--- src/rtl/sg_pkg.sv ---
package sg_pkg;

    localparam int NUM_SECTORS = 16;
    localparam int SECTOR_BITS = 16;
    localparam int ADDR_W      = 20;
    localparam int IDX_W       = $clog2(NUM_SECTORS);
    localparam int KIND_W      = 3;

    typedef enum logic [1:0] {
        CMD_PROT_ONE   = 2'b00,
        CMD_UNPROT_ONE = 2'b01,
        CMD_PROT_ALL   = 2'b10,
        CMD_UNPROT_ALL = 2'b11
    } prot_cmd_e;

    typedef enum logic [KIND_W-1:0] {
        OP_PROGRAM    = 3'b000,
        OP_ERASE_4K   = 3'b001,
        OP_ERASE_32K  = 3'b010,
        OP_ERASE_64K  = 3'b011,
        OP_ERASE_CHIP = 3'b100
    } op_kind_e;

    typedef struct packed {
        logic valid;
        logic ok;
    } op_result_t;

    // log2 of the byte span a request touches inside one sector
    function automatic int span_log2(input logic [KIND_W-1:0] kind);
        case (kind)
            OP_ERASE_4K:  return 12;
            OP_ERASE_32K: return 15;
            OP_ERASE_64K: return 16;
            default:      return 8;
        endcase
    endfunction

    // base of the naturally aligned block the request covers
    function automatic logic [ADDR_W-1:0] block_base(input logic [ADDR_W-1:0] addr,
                                                     input logic [KIND_W-1:0] kind);
        logic [ADDR_W-1:0] mask;
        mask = ~((ADDR_W'(1) << span_log2(kind)) - ADDR_W'(1));
        return addr & mask;
    endfunction

    function automatic logic [IDX_W-1:0] sector_of(input logic [ADDR_W-1:0] addr);
        return addr[SECTOR_BITS +: IDX_W];
    endfunction

endpackage

--- src/rtl/sg_prot_map.sv ---
module sg_prot_map
    import sg_pkg::*;
#(
    parameter int N   = NUM_SECTORS,
    parameter int IW  = IDX_W
) (
    input  logic            clk,
    input  logic            rst,
    input  logic            cmd_valid,
    input  prot_cmd_e       cmd,
    input  logic [IW-1:0]   cmd_idx,
    input  logic            hw_lock,
    output logic [N-1:0]    prot_bits
);

    localparam logic [N-1:0] ONE_HOT_BASE = N'(1);

    for (genvar g = 0; g < N; g++) begin : g_sector
        logic hit;
        assign hit = (cmd_idx == IW'(g));

        always_ff @(posedge clk) begin
            if (rst) begin
                prot_bits[g] <= 1'b1;
            end else if (cmd_valid) begin
                case (cmd)
                    CMD_PROT_ONE:   if (hit) prot_bits[g] <= 1'b1;
                    CMD_UNPROT_ONE: if (hit && !hw_lock) prot_bits[g] <= 1'b0;
                    CMD_PROT_ALL:   prot_bits[g] <= 1'b1;
                    CMD_UNPROT_ALL: if (!hw_lock) prot_bits[g] <= 1'b0;
                    default:        ;
                endcase
            end
        end
    end

    assert_reset_protected_R1: assert property (@(posedge clk) disable iff (rst)
        $past(rst) |-> (&prot_bits));

    assert_single_isolated_R2: assert property (@(posedge clk) disable iff (rst)
        (cmd_valid && (cmd == CMD_PROT_ONE || cmd == CMD_UNPROT_ONE)) |=>
        (((prot_bits ^ $past(prot_bits)) & ~(ONE_HOT_BASE << $past(cmd_idx))) == '0));

    assert_unprot_one_R3: assert property (@(posedge clk) disable iff (rst)
        (cmd_valid && cmd == CMD_UNPROT_ONE && !hw_lock) |=> !prot_bits[$past(cmd_idx)]);

    assert_prot_all_R4: assert property (@(posedge clk) disable iff (rst)
        (cmd_valid && cmd == CMD_PROT_ALL) |=> (&prot_bits));

    assert_lock_holds_R5: assert property (@(posedge clk) disable iff (rst)
        hw_lock |=> (($past(prot_bits) & ~prot_bits) == '0));

endmodule

--- src/rtl/sg_wen_flag.sv ---
module sg_wen_flag (
    input  logic clk,
    input  logic rst,
    input  logic wen_set,
    input  logic op_valid,
    output logic wen
);

    always_ff @(posedge clk) begin
        if (rst)
            wen <= 1'b0;
        else if (wen_set)
            wen <= 1'b1;
        else if (op_valid)
            wen <= 1'b0;
    end

    assert_wen_consumed_R6: assert property (@(posedge clk) disable iff (rst)
        (op_valid && !wen_set) |=> !wen);

    assert_wen_armed_R6: assert property (@(posedge clk) disable iff (rst)
        wen_set |=> wen);

endmodule

--- src/rtl/sg_op_check.sv ---
module sg_op_check
    import sg_pkg::*;
#(
    parameter int N  = NUM_SECTORS,
    parameter int AW = ADDR_W,
    parameter int KW = KIND_W
) (
    input  logic            clk,
    input  logic            rst,
    input  logic            op_valid,
    input  logic [KW-1:0]   op_kind,
    input  logic [AW-1:0]   op_addr,
    input  logic            wen,
    input  logic [N-1:0]    prot_bits,
    output op_result_t      result
);

    logic [AW-1:0]    base;
    logic [IDX_W-1:0] sec;
    logic             allowed;
    logic             unused_low;

    assign base       = block_base(op_addr, op_kind);
    assign sec        = sector_of(base);
    assign unused_low = ^base[SECTOR_BITS-1:0];

    always_comb begin
        allowed = 1'b0;
        case (op_kind)
            OP_PROGRAM, OP_ERASE_4K, OP_ERASE_32K, OP_ERASE_64K:
                allowed = !prot_bits[sec];
            OP_ERASE_CHIP:
                allowed = (prot_bits == '0);
            default:
                allowed = 1'b0;
        endcase
        allowed = allowed && wen;
    end

    always_ff @(posedge clk) begin
        if (rst) begin
            result <= '0;
        end else begin
            result.valid <= op_valid;
            result.ok    <= op_valid && allowed;
        end
    end

    assert_result_follows_R9: assert property (@(posedge clk) disable iff (rst)
        op_valid |=> result.valid);

    assert_no_spurious_R9: assert property (@(posedge clk) disable iff (rst)
        !op_valid |=> !result.valid);

    assert_needs_wen_R6: assert property (@(posedge clk) disable iff (rst)
        (op_valid && !wen) |=> !result.ok);

    assert_chip_blocked_R8: assert property (@(posedge clk) disable iff (rst)
        (op_valid && op_kind == OP_ERASE_CHIP && (prot_bits != '0)) |=> !result.ok);

    assert_bad_kind_R11: assert property (@(posedge clk) disable iff (rst)
        (op_valid && op_kind > OP_ERASE_CHIP) |=> !result.ok);

endmodule

--- src/rtl/sector_guard.sv ---
module sector_guard
    import sg_pkg::*;
(
    input  logic                clk,
    input  logic                rst,
    input  logic                cmd_valid,
    input  logic [1:0]          cmd_op,
    input  logic [ADDR_W-1:0]   cmd_addr,
    input  logic                hw_lock,
    input  logic                wen_set,
    input  logic                op_valid,
    input  logic [KIND_W-1:0]   op_kind,
    input  logic [ADDR_W-1:0]   op_addr,
    input  logic [IDX_W-1:0]    stat_sector,
    output logic                stat_prot,
    output logic                res_valid,
    output logic                res_ok
);

    logic [NUM_SECTORS-1:0] prot_bits;
    logic                   wen;
    op_result_t             result;
    logic                   unused_cmd_low;

    assign unused_cmd_low = ^cmd_addr[SECTOR_BITS-1:0];

    sg_prot_map #(.N(NUM_SECTORS), .IW(IDX_W)) u_map (
        .clk       (clk),
        .rst       (rst),
        .cmd_valid (cmd_valid),
        .cmd       (prot_cmd_e'(cmd_op)),
        .cmd_idx   (sector_of(cmd_addr)),
        .hw_lock   (hw_lock),
        .prot_bits (prot_bits)
    );

    sg_wen_flag u_wen (
        .clk      (clk),
        .rst      (rst),
        .wen_set  (wen_set),
        .op_valid (op_valid),
        .wen      (wen)
    );

    sg_op_check #(.N(NUM_SECTORS), .AW(ADDR_W), .KW(KIND_W)) u_check (
        .clk       (clk),
        .rst       (rst),
        .op_valid  (op_valid),
        .op_kind   (op_kind),
        .op_addr   (op_addr),
        .wen       (wen),
        .prot_bits (prot_bits),
        .result    (result)
    );

    assign stat_prot = prot_bits[stat_sector];
    assign res_valid = result.valid;
    assign res_ok    = result.ok;

    assert_ok_implies_valid_R9: assert property (@(posedge clk) disable iff (rst)
        res_ok |-> res_valid);

endmodule

--- config.mk ---
export PLATFORM = sky130hd
export DESIGN_NAME = sector_guard
export DESIGN_NICKNAME = d
export VERILOG_FILES = /design/src/rtl/sg_pkg.sv /design/src/rtl/sg_prot_map.sv /design/src/rtl/sg_wen_flag.sv /design/src/rtl/sg_op_check.sv /design/src/rtl/sector_guard.sv
export SDC_FILE = /design/constraint.sdc
export NUM_CORES = 1
export LEC_CHECK = 0
export ABC_AREA = 0
export BUFFER_PORTS_ARGS = -buffer_cell sky130_fd_sc_hd__buf_4
export CORE_MARGIN = 1.5
export CORE_UTILIZATION = 48
export CTS_CLUSTER_DIAMETER = 150
export DETAILED_ROUTE_END_ITERATION = 10
export PLACE_DENSITY_LB_ADDON = 0.05
export SLEW_MARGIN = 20
export SYNTH_ARGS = -nofsm -noshare
export SYNTH_HDL_FRONTEND = slang
export SYNTH_HIERARCHICAL = 1
export SYNTH_SLANG_ARGS = --single-unit
--- constraint.sdc ---
create_clock -name clk -period 1.6 [get_ports clk]
set_input_delay 0.16 -clock clk [delete_from_list [all_inputs] [get_ports clk]]
set_output_delay 0.16 -clock clk [all_outputs]
set_load 0.03 [all_outputs]
==> After elaboration in Yosys (flattened, before gate mapping) <==
Cells that the tools add are included.
{ "classes": {"add_sub_neg": 1, "n_lt_le_gt_ge": 2, "n_eq_ne": 55, "shifts": 1, "muxes": 57, "bitwise": 2, "n_reduce_logical": 42} }
{ "op_table": {"columns": ["cell", "count"], "rows": [
  ["2-bit by 1-bit != test with 1-bit output, second input constant", 32],
  ["1-bit one-hot mux with 4 select lines", 16],
  ["4-bit AND reduction", 16],
  ["1-bit 2-to-1 mux", 37],
  ["4-bit == test, second input constant", 8],
  ["20-bit AND", 1],
  ["20-bit inverter", 1],
  ["1-bit by 5-bit << shifter with 20-bit output, first input constant", 1],
  ["20-bit by 2-bit subtractor with 20-bit output, second input constant", 1],
  ["1-bit logical AND", 18],
  ["4-bit by 3-bit == test with 1-bit output, second input constant", 4],
  ["16-bit logical NOT", 1],
  ["5-bit one-hot mux with 3 select lines", 1],
  ["4-bit by 5-bit less-than comparator with 1-bit output, second input constant", 2],
  ["1-bit binary-select mux with 4-bit select", 2],
  ["4-bit by 2-bit == test with 1-bit output, second input constant", 2],
  ["3-bit by 2-bit == test with 1-bit output, second input constant", 2],
  ["2-bit == test, second input constant", 2],
  ["4-bit by 1-bit == test with 1-bit output, second input constant", 1],
  ["4-bit logical NOT", 1],
  ["4-bit OR reduction", 1],
  ["3-bit by 1-bit == test with 1-bit output, second input constant", 1],
  ["3-bit == test, second input constant", 1],
  ["3-bit logical NOT", 1],
  ["other kinds (6)", 7]
]} }
{ "totals": {"regBits": 19, "inputBits": 55, "out_inout_bits": 3, "wordCells": 179} }

==> Longest topological paths before layout <==
Gate-level depths: netlist of the first run.
{ "depth": {"ltp_word": 12, "mapped_depth": 5, "ltp_nobuf": 4} }

==> By module <==
The synthesis of the first run kept the hierarchy.
{ "by_module_without_submodules": {"columns": ["mod", "n_inst", "cells_per_inst", "area_each_um2", "seq_area_each_um2"], "rows": [
  ["sg_prot_map", 1, 83, 735.7, 320.3],
  ["sg_op_check", 1, 24, 249.0, 40.0],
  ["sector_guard", 1, 7, 135.1, 0.0],
  ["sg_wen_flag", 1, 4, 38.8, 20.0]
]} }

==> Worst setup path after synthesis of the first run <==
OpenSTA, ideal clock, no wires.
{ "synth_path": {"kind": "register to output", "startpoint": "reg u_map.prot_bits[13]", "endpoint": "out stat_prot", "t_arrival_ns": 1.153, "t_required_ns": 1.440, "path_slack_ns": 0.287, "stages_incl_launch_ff": 4, "n_path_buf": 0, "cell_sequence": "dfxtp_1 -> mux4_1 -> mux2i_1 -> mux2i_1"} }
{ "synth_via": {"elab_chain_cells": 2} }
{ "synth_lines": {"columns": ["element", "line_no", "rtl"], "rows": [
  ["from (decl)", "sg_prot_map.sv:13", "output logic [N-1:0] prot_bits"],
  ["from (signal, indexed assignment)", "sg_prot_map.sv:24", "prot_bits[g] <= 1'b1;"],
  ["from (signal, indexed assignment)", "sg_prot_map.sv:27", "CMD_PROT_ONE: if (hit) prot_bits[g] <= 1'b1;"],
  ["from (signal, indexed assignment)", "sg_prot_map.sv:28", "CMD_UNPROT_ONE: if (hit && !hw_lock) prot_bits[g] <= 1'b0;"],
  ["1-bit binary-select mux with 4-bit select", "sector_guard.sv:56", "assign stat_prot = prot_bits[stat_sector];"],
  ["1-bit 2-to-1 mux (implied by the code)", "sector_guard.sv:56", null],
  ["to (decl)", "sector_guard.sv:15", "output logic stat_prot,"]
]} }
Every way passes these cells. The select of a mux whose other input is x is not followed.

==> Worst setup path in the final report of the first run <==
{ "layout_path": {"startpoint": "reg u_map.prot_bits[7]", "endpoint": "out stat_prot"} }
The elaborated chain is that of the path after synthesis.

==> flow_summary.ini, run 1 <==
[status]
status = finished with violations
failed_checks = negative setup slack

[synthesis]
synthAdderAreaFrac_pct = 0
synth_cells = 118
syn_avg_cell_area_sq_um = 9.819
synth_compound_area_share_pct = 7.667
yosys_warnings = 6
synth_area_sq_um = 1159
synth_seq_area_share_pct = 32.83
synth-seq-cells = 19
synthSimpleGateAreaFrac_pct = 20.52
synth.distinct_cells = 23
synth_nets = 173
synthXorXnorAreaFrac_pct = 0
muxShareOfSynthArea_pct = 35.64
synth_top_family_by_area = multiplexers

[placed_design]
placed_area_sq_um = 1354
dp_hpwl_microns = 1999
place_congestion = 0.8641
dpl_worst_slack_ns = 0.1795
io_buffer_count = 25

[cts]
clock-sinks = 19
clockRootBuffer = clkbuf_4
htree_levels = 1
cts_made_buffers = 3
clock_path_buffers = 2
cts_tree = built
worstSkewPairLatency_ns = 0.30
cts.clk_slew.worst_paths_ns = 0.11

[worst_setup_path]
cp_max_fo = 4
cp-start-kind = flop
max_stage_delay_ns = 0.46
path_common_cell = mux2i_1
reg2regPathDepth = 5
end_kind = output pin
crit_path_cell_trace = mux4_1, mux2i_1, mux2i_1, buf_4
r2r_slack_ns = 0.32
critPathArrivalTime_ns = 1.51
critPathSlowestCell = mux4_1
path_class = reg -> out
path_delay_family = multiplexers
timing.rr.end = u_check/result[0]
r2r-start = u_map/prot_bits[11]
required_ns = 1.44
cp.buffers_inverters = 1

[floorplan]
start_util_pct = 51.39
io_pins = 58
die-height_microns = 52.13
rows = 17
die-area_sq_um = 2718
core_sq_um = 2255
die_w_microns = 52.13

[timing]
fin_ws_ns = -0.07176
max_freq_mhz = 598.2
setup_viol = 1
finalCriticalPeriod_ns = 1.672
tightest_slew_ns = 0.3406
skew_ns = 0.01456
hold_viol_final = 0
slew_viol_final = 0
slew-limit-headroom_pct = 77.05
period_share_pct = 104.5
rsz0062_at_grt = yes

[run]
cap_viol_max_count = 0

[hold_path]
hold_path_depth = 3
min_from = op_addr[19]
min_to = u_check/result[0]
min_path_type = in -> reg

[route]
dr_total_vias = 1032
drt-total-wl_microns = 2832
drc = 0
first_iter_violations = 28
drt-pass1-iter-count = 4
vias_per_cell = 5.733
wl_per_cell_microns = 15.73
antenna_left = 0

[finish]
fin_area_sq_um = 1464
num-nets-final = 208
fillers = 206
layout-area-overhead-vs-synth_pct = 26.35
n_antenna_cell = 0
seqCellArea_sq_um = 400.4
layout-drive-gt1-share_pct = 42.76
multi_input_area_sq_um = 728.2

[global_route]
antenna_found_initial = 0
grt_max_degree = 21
grt_pass1_wl_microns = 4547
grt_usage_pct = 22.96
overflow = 0
first_global_vias = 972

[power_and_ir_drop]
p_per_area_nw_per_um2 = 672.0
leakagePower_nw = 0.5643
vdd_drop_max_uv = 514.8
-- repair_timing --
action / 4_1_cts / 5_1_grt
endpoints found under the setup margin: 1 / 1
cloned: 0 / 0
gates resized for setup: 17 / 2
hold buffers: 0 / 0
setup buffers: 9 / 1
-- layout make-up --
cell class              count  share of cell area [%]
inverters                   1                  0.2564
clock buffers               4                   1.795
well taps                  28                   2.393
flip-flops and latches     19                   27.35
repair buffers             36                   18.46
multi-input cells          92                   49.74
-- sequential cells by signal (all words and copies together) (netlist names) --
signal and flops:
u_map/prot_bits 16, u_check/result 2, u_wen/wen 1
-- metal layers --
| metal | part of all wire [%] | wire length [microns] | up-vias | track usage, % |
|---|---|---|---|---|
| met1 | 44 | 1241 | 499 | 30.29 |
| met5 | 0 | 0 | - | 0 |
| met3 | 4.4 | 126 | 4 | 4.310 |
| met2 | 51 | 1437 | 25 | 39.03 |
| met4 | 0.92 | 26 | 0 | 5.128 |
| li1 | - | - | 504 | - |
-- stage by stage --
step                      TNS [ns]  cells  total power, mW  hold slack [ns]  util (%)
final                     -0.07176    180           0.9838          0.07380     64.93
after floorplan                  0    118           0.6431           0.2224         -
after global placement           0    166           0.7191           0.3927     60.04
after detailed placement         0    166           0.7258           0.3973     60.04
after global routing       -0.1499    180            1.023          0.09397     64.93
after CTS                 -0.08644    179           0.9861          0.07735     64.71
-- how the worst max path moves through the flow --
stage                              from        end  slack [ns]  cells past startpoint
finish               u_map/prot_bits[7]  stat_prot       -0.07                      4
global route        u_map/prot_bits[11]  stat_prot       -0.15                      4
CTS                  u_map/prot_bits[2]  stat_prot       -0.09                      4
detailed placement       stat_sector[0]  stat_prot        0.18                      5
global placement         stat_sector[0]  stat_prot        0.23                      5
floorplan           u_map/prot_bits[13]  stat_prot        0.29                      3
-- cell usage in the layout (no fill, tap or decap), drive strengths merged --
cell and n:
buf 36, nand4 1, nand3b 6, a21oi 1
nand3 5, inv 1, nor4 4, and4b 1
nor2 20, o21ai 16, mux4 7, clkbuf 4
mux2i 24, nor2b 3, nand2 3, dfxtp 19
nand2b 1
-- cell families (layout without fill, tap and decap cells) --
| family | Yosys count | after routing |
|---|---|---|
| AO/OA/AOI/OAI | 17 | 17 |
| multiplexers | 31 | 31 |
| AND/OR/NAND/NOR | 44 | 44 |
| flip-flops | 19 | 19 |
| buffers and inverters | 7 | 41 |
-- synth_stat cells --
cell type	count	area share (%)
nor2b_4	1	1.2
nand2_1	2	0.65
o21ai_1	6	2.6
mux4_2	3	5.8
nand3_1	4	1.7
buf_6	1	0.97
nor4_1	4	2.2
nand2b_1	1	0.54
a21oi_2	1	0.76
nand3b_1	6	3.9
dfxtp_1	19	33
nand4_1	1	0.54
o21ai_0	10	4.3
nor2b_1	2	1.1
inv_1	1	0.32
clkbuf_1	1	0.32
and4b_1	1	0.86
nand2_2	1	0.54
nand3_2	1	0.86
mux2i_1	24	21
buf_2	4	1.7
mux4_1	4	9.1
nor2_1	20	6.5
-- report_power, final --
group	internal [mW]	total, mW	switching [mW]
sequential	0.501	0.520	0.0189
combinational	0.120	0.223	0.103
clock	0.0973	0.241	0.144
total	0.718	0.984	0.265
-- worst register-to-register path, delay by kind of cell (launching register included) --
family	cells	cell delay, ns
buf+inv	1	0.13
flops	1	0.35
mux	2	0.61
simple gates	2	0.16
No activity file was read; power rests on OpenSTA's default activity.
==> inputs of run 2 (changes only) <==
--- a/config.mk
+++ b/config.mk
@@ -6,9 +6,11 @@
 export NUM_CORES = 1
 export LEC_CHECK = 0
 export ABC_AREA = 0
-export BUFFER_PORTS_ARGS = -buffer_cell sky130_fd_sc_hd__buf_4
+export BUFFER_PORTS_ARGS = -buffer_cell sky130_fd_sc_hd__buf_2
+export CELL_PAD_IN_SITES_DETAIL_PLACEMENT = 0
+export CELL_PAD_IN_SITES_GLOBAL_PLACEMENT = 1
 export CORE_MARGIN = 1.5
-export CORE_UTILIZATION = 48
+export CORE_UTILIZATION = 35
 export CTS_CLUSTER_DIAMETER = 150
 export DETAILED_ROUTE_END_ITERATION = 10
 export PLACE_DENSITY_LB_ADDON = 0.05
==> run 2 against run 1 <==
Final cell count rose by 10%. Critical path depth unchanged. The flow still finishes with violations (negative setup slack). First-iteration DRC count is the same. Sequential share of layout area rose by 0.49 points. Worst setup slack better by 0.015 ns. Largest power group unchanged.
==> flow_summary.ini, run 2 (same netlist as run 1, synthesis figures left out) <==
[hold_path]
min_path_type = in -> reg

[timing]
finalCriticalPeriod_ns = 1.657
tightest_slew_ns = 1.073
slew-limit-headroom_pct = 28.30
fin_tns_setup_ns = -0.05707
skew_ns = 0.01181
hold_viol_final = 0
fin_ws_ns = -0.05707
slew_viol_final = 0
max_freq_mhz = 603.5
rsz0062_at_grt = yes
setup_viol = 1
period_share_pct = 103.6

[global_route]
overflow = 0
grt_pass1_wl_microns = 4471
grt_usage_pct = 17.15
grt_max_degree = 20
first_global_vias = 943
antenna_found_initial = 0

[finish]
layout-area-overhead-vs-synth_pct = 23.76
layout-drive-gt1-share_pct = 43.51
n_antenna_cell = 0
reg_top3 = u_map/prot_bits (16), u_check/result (2), u_wen/wen (1)
num-nets-final = 210
top_register = u_map/prot_bits
layout_common_cells = mux2i_1, buf_2, nor2_1
largest_reg_flops = 16
fillers = 335
instances_no_fill = 198
fin_area_sq_um = 1434

[cts]
worstSkewPairLatency_ns = 0.30
cts_hold_buffers = 0
clockRootBuffer = clkbuf_4
cts_tree = built
cts.clk_slew.worst_paths_ns = 0.11
clock-sinks = 19
clock_path_buffers = 2
htree_levels = 1
cts_made_buffers = 3

[worst_setup_path]
path_class = reg -> out
critPathArrivalTime_ns = 1.50
cp_max_fo = 4
cp.buffers_inverters = 1
path_delay_family = multiplexers
critPathSlowestCell = mux4_2
required_ns = 1.44
crit_path_cell_trace = mux4_2, mux2i_1, mux2i_1, buf_4
cp-start-kind = flop
path_common_cell = mux2i_1
end_kind = output pin
max_stage_delay_ns = 0.46

[power_and_ir_drop]
vdd_drop_max_uv = 382.8
total_power_mw = 0.9662
leakagePower_nw = 0.5527
p_per_area_nw_per_um2 = 673.9

[placed_design]
place_inst = 183
dp_hpwl_microns = 2049
placed_area_sq_um = 1319
io_buffer_count = 25
place_congestion = 0.7698

[floorplan]
rows = 20
die_w_microns = 60.54
core_sq_um = 3103
die-height_microns = 60.54
io_pins = 58
die-area_sq_um = 3664
start_util_pct = 37.34

[route]
drt-total-wl_microns = 2792
drc = 0
dr_total_vias = 1042
antenna_left = 0
drt-pass1-iter-count = 6
first_iter_violations = 28
vias_per_cell = 5.263
wl_per_cell_microns = 14.10

[status]
failed_checks = negative setup slack
status = finished with violations

[run]
cap_viol_max_count = 0
-- run 2: cell types whose count changed in the layout (fill, tap and decap cells not counted), sizes merged --
cell / delta
buf: +2
-- run 2: per-layer routing --
layer / track usage (%) / share of wire [%]
met1: 23.25 / 46
met2: 26.24 / 48
met3: 4.264 / 4.5
met4: 7.143 / 1.4
met5: 0 / 0
-- run 2: per-stage QoR --
stage | setup WS (ns) | utilization (%) | hold slack [ns]
final | -0.05707 | 46.21 | 0.08675
after global routing | -0.1503 | 46.21 | 0.06171
after CTS | -0.07502 | 46.21 | 0.07653
after detailed placement | 0.1268 | 42.50 | 0.4046
after global placement | 0.1764 | 42.50 | 0.3915
after floorplan | 0.2873 | - | 0.2224
-- run 2: worst reg2reg max path: cells and delay by family, from the launching register on --
kind                   cells  cell delay (ns)
multiplexers               2             0.61
flip-flops                 1             0.34
AND/OR/NAND/NOR            2             0.15
buffers and inverters      1             0.14
-- run 2: worst paths after layout --
path / startpoint / endpoint / slack, ns / depth (start not counted)
worst min register to register: u_wen/wen / u_wen/wen / 0.50 / 2
worst min-delay path: wen_set / u_wen/wen / 0.09 / 3
worst max-delay path: u_map/prot_bits[13] / stat_prot / -0.06 / 4
worst max register to register: u_map/prot_bits[11] / u_check/result[0] / 0.31 / 5
-- run 2: area by class of cell --
cell class,instances,area [sq um],share of cell area [%]
clock buffers,4,26.28,1.832
well taps,44,55.05,3.839
flip-flops and latches,19,399.1,27.84
inverters,1,3.754,0.2618
multi-input cells,92,724.4,50.52
repair buffers,38,225.2,15.71
-- run 2: report_power, final --
group | leakage, nW | switching [mW] | internal, mW
sequential | 0.150 | 0.0166 | 0.500
combinational | 0.388 | 0.104 | 0.107
clock | 0.0150 | 0.141 | 0.0971
-- run 2: timing repair --
action	in CTS	in global routing
buffers inserted	11	0
gates resized for setup	20	0
pin swaps	0	0
endpoints found under the setup margin	1	1
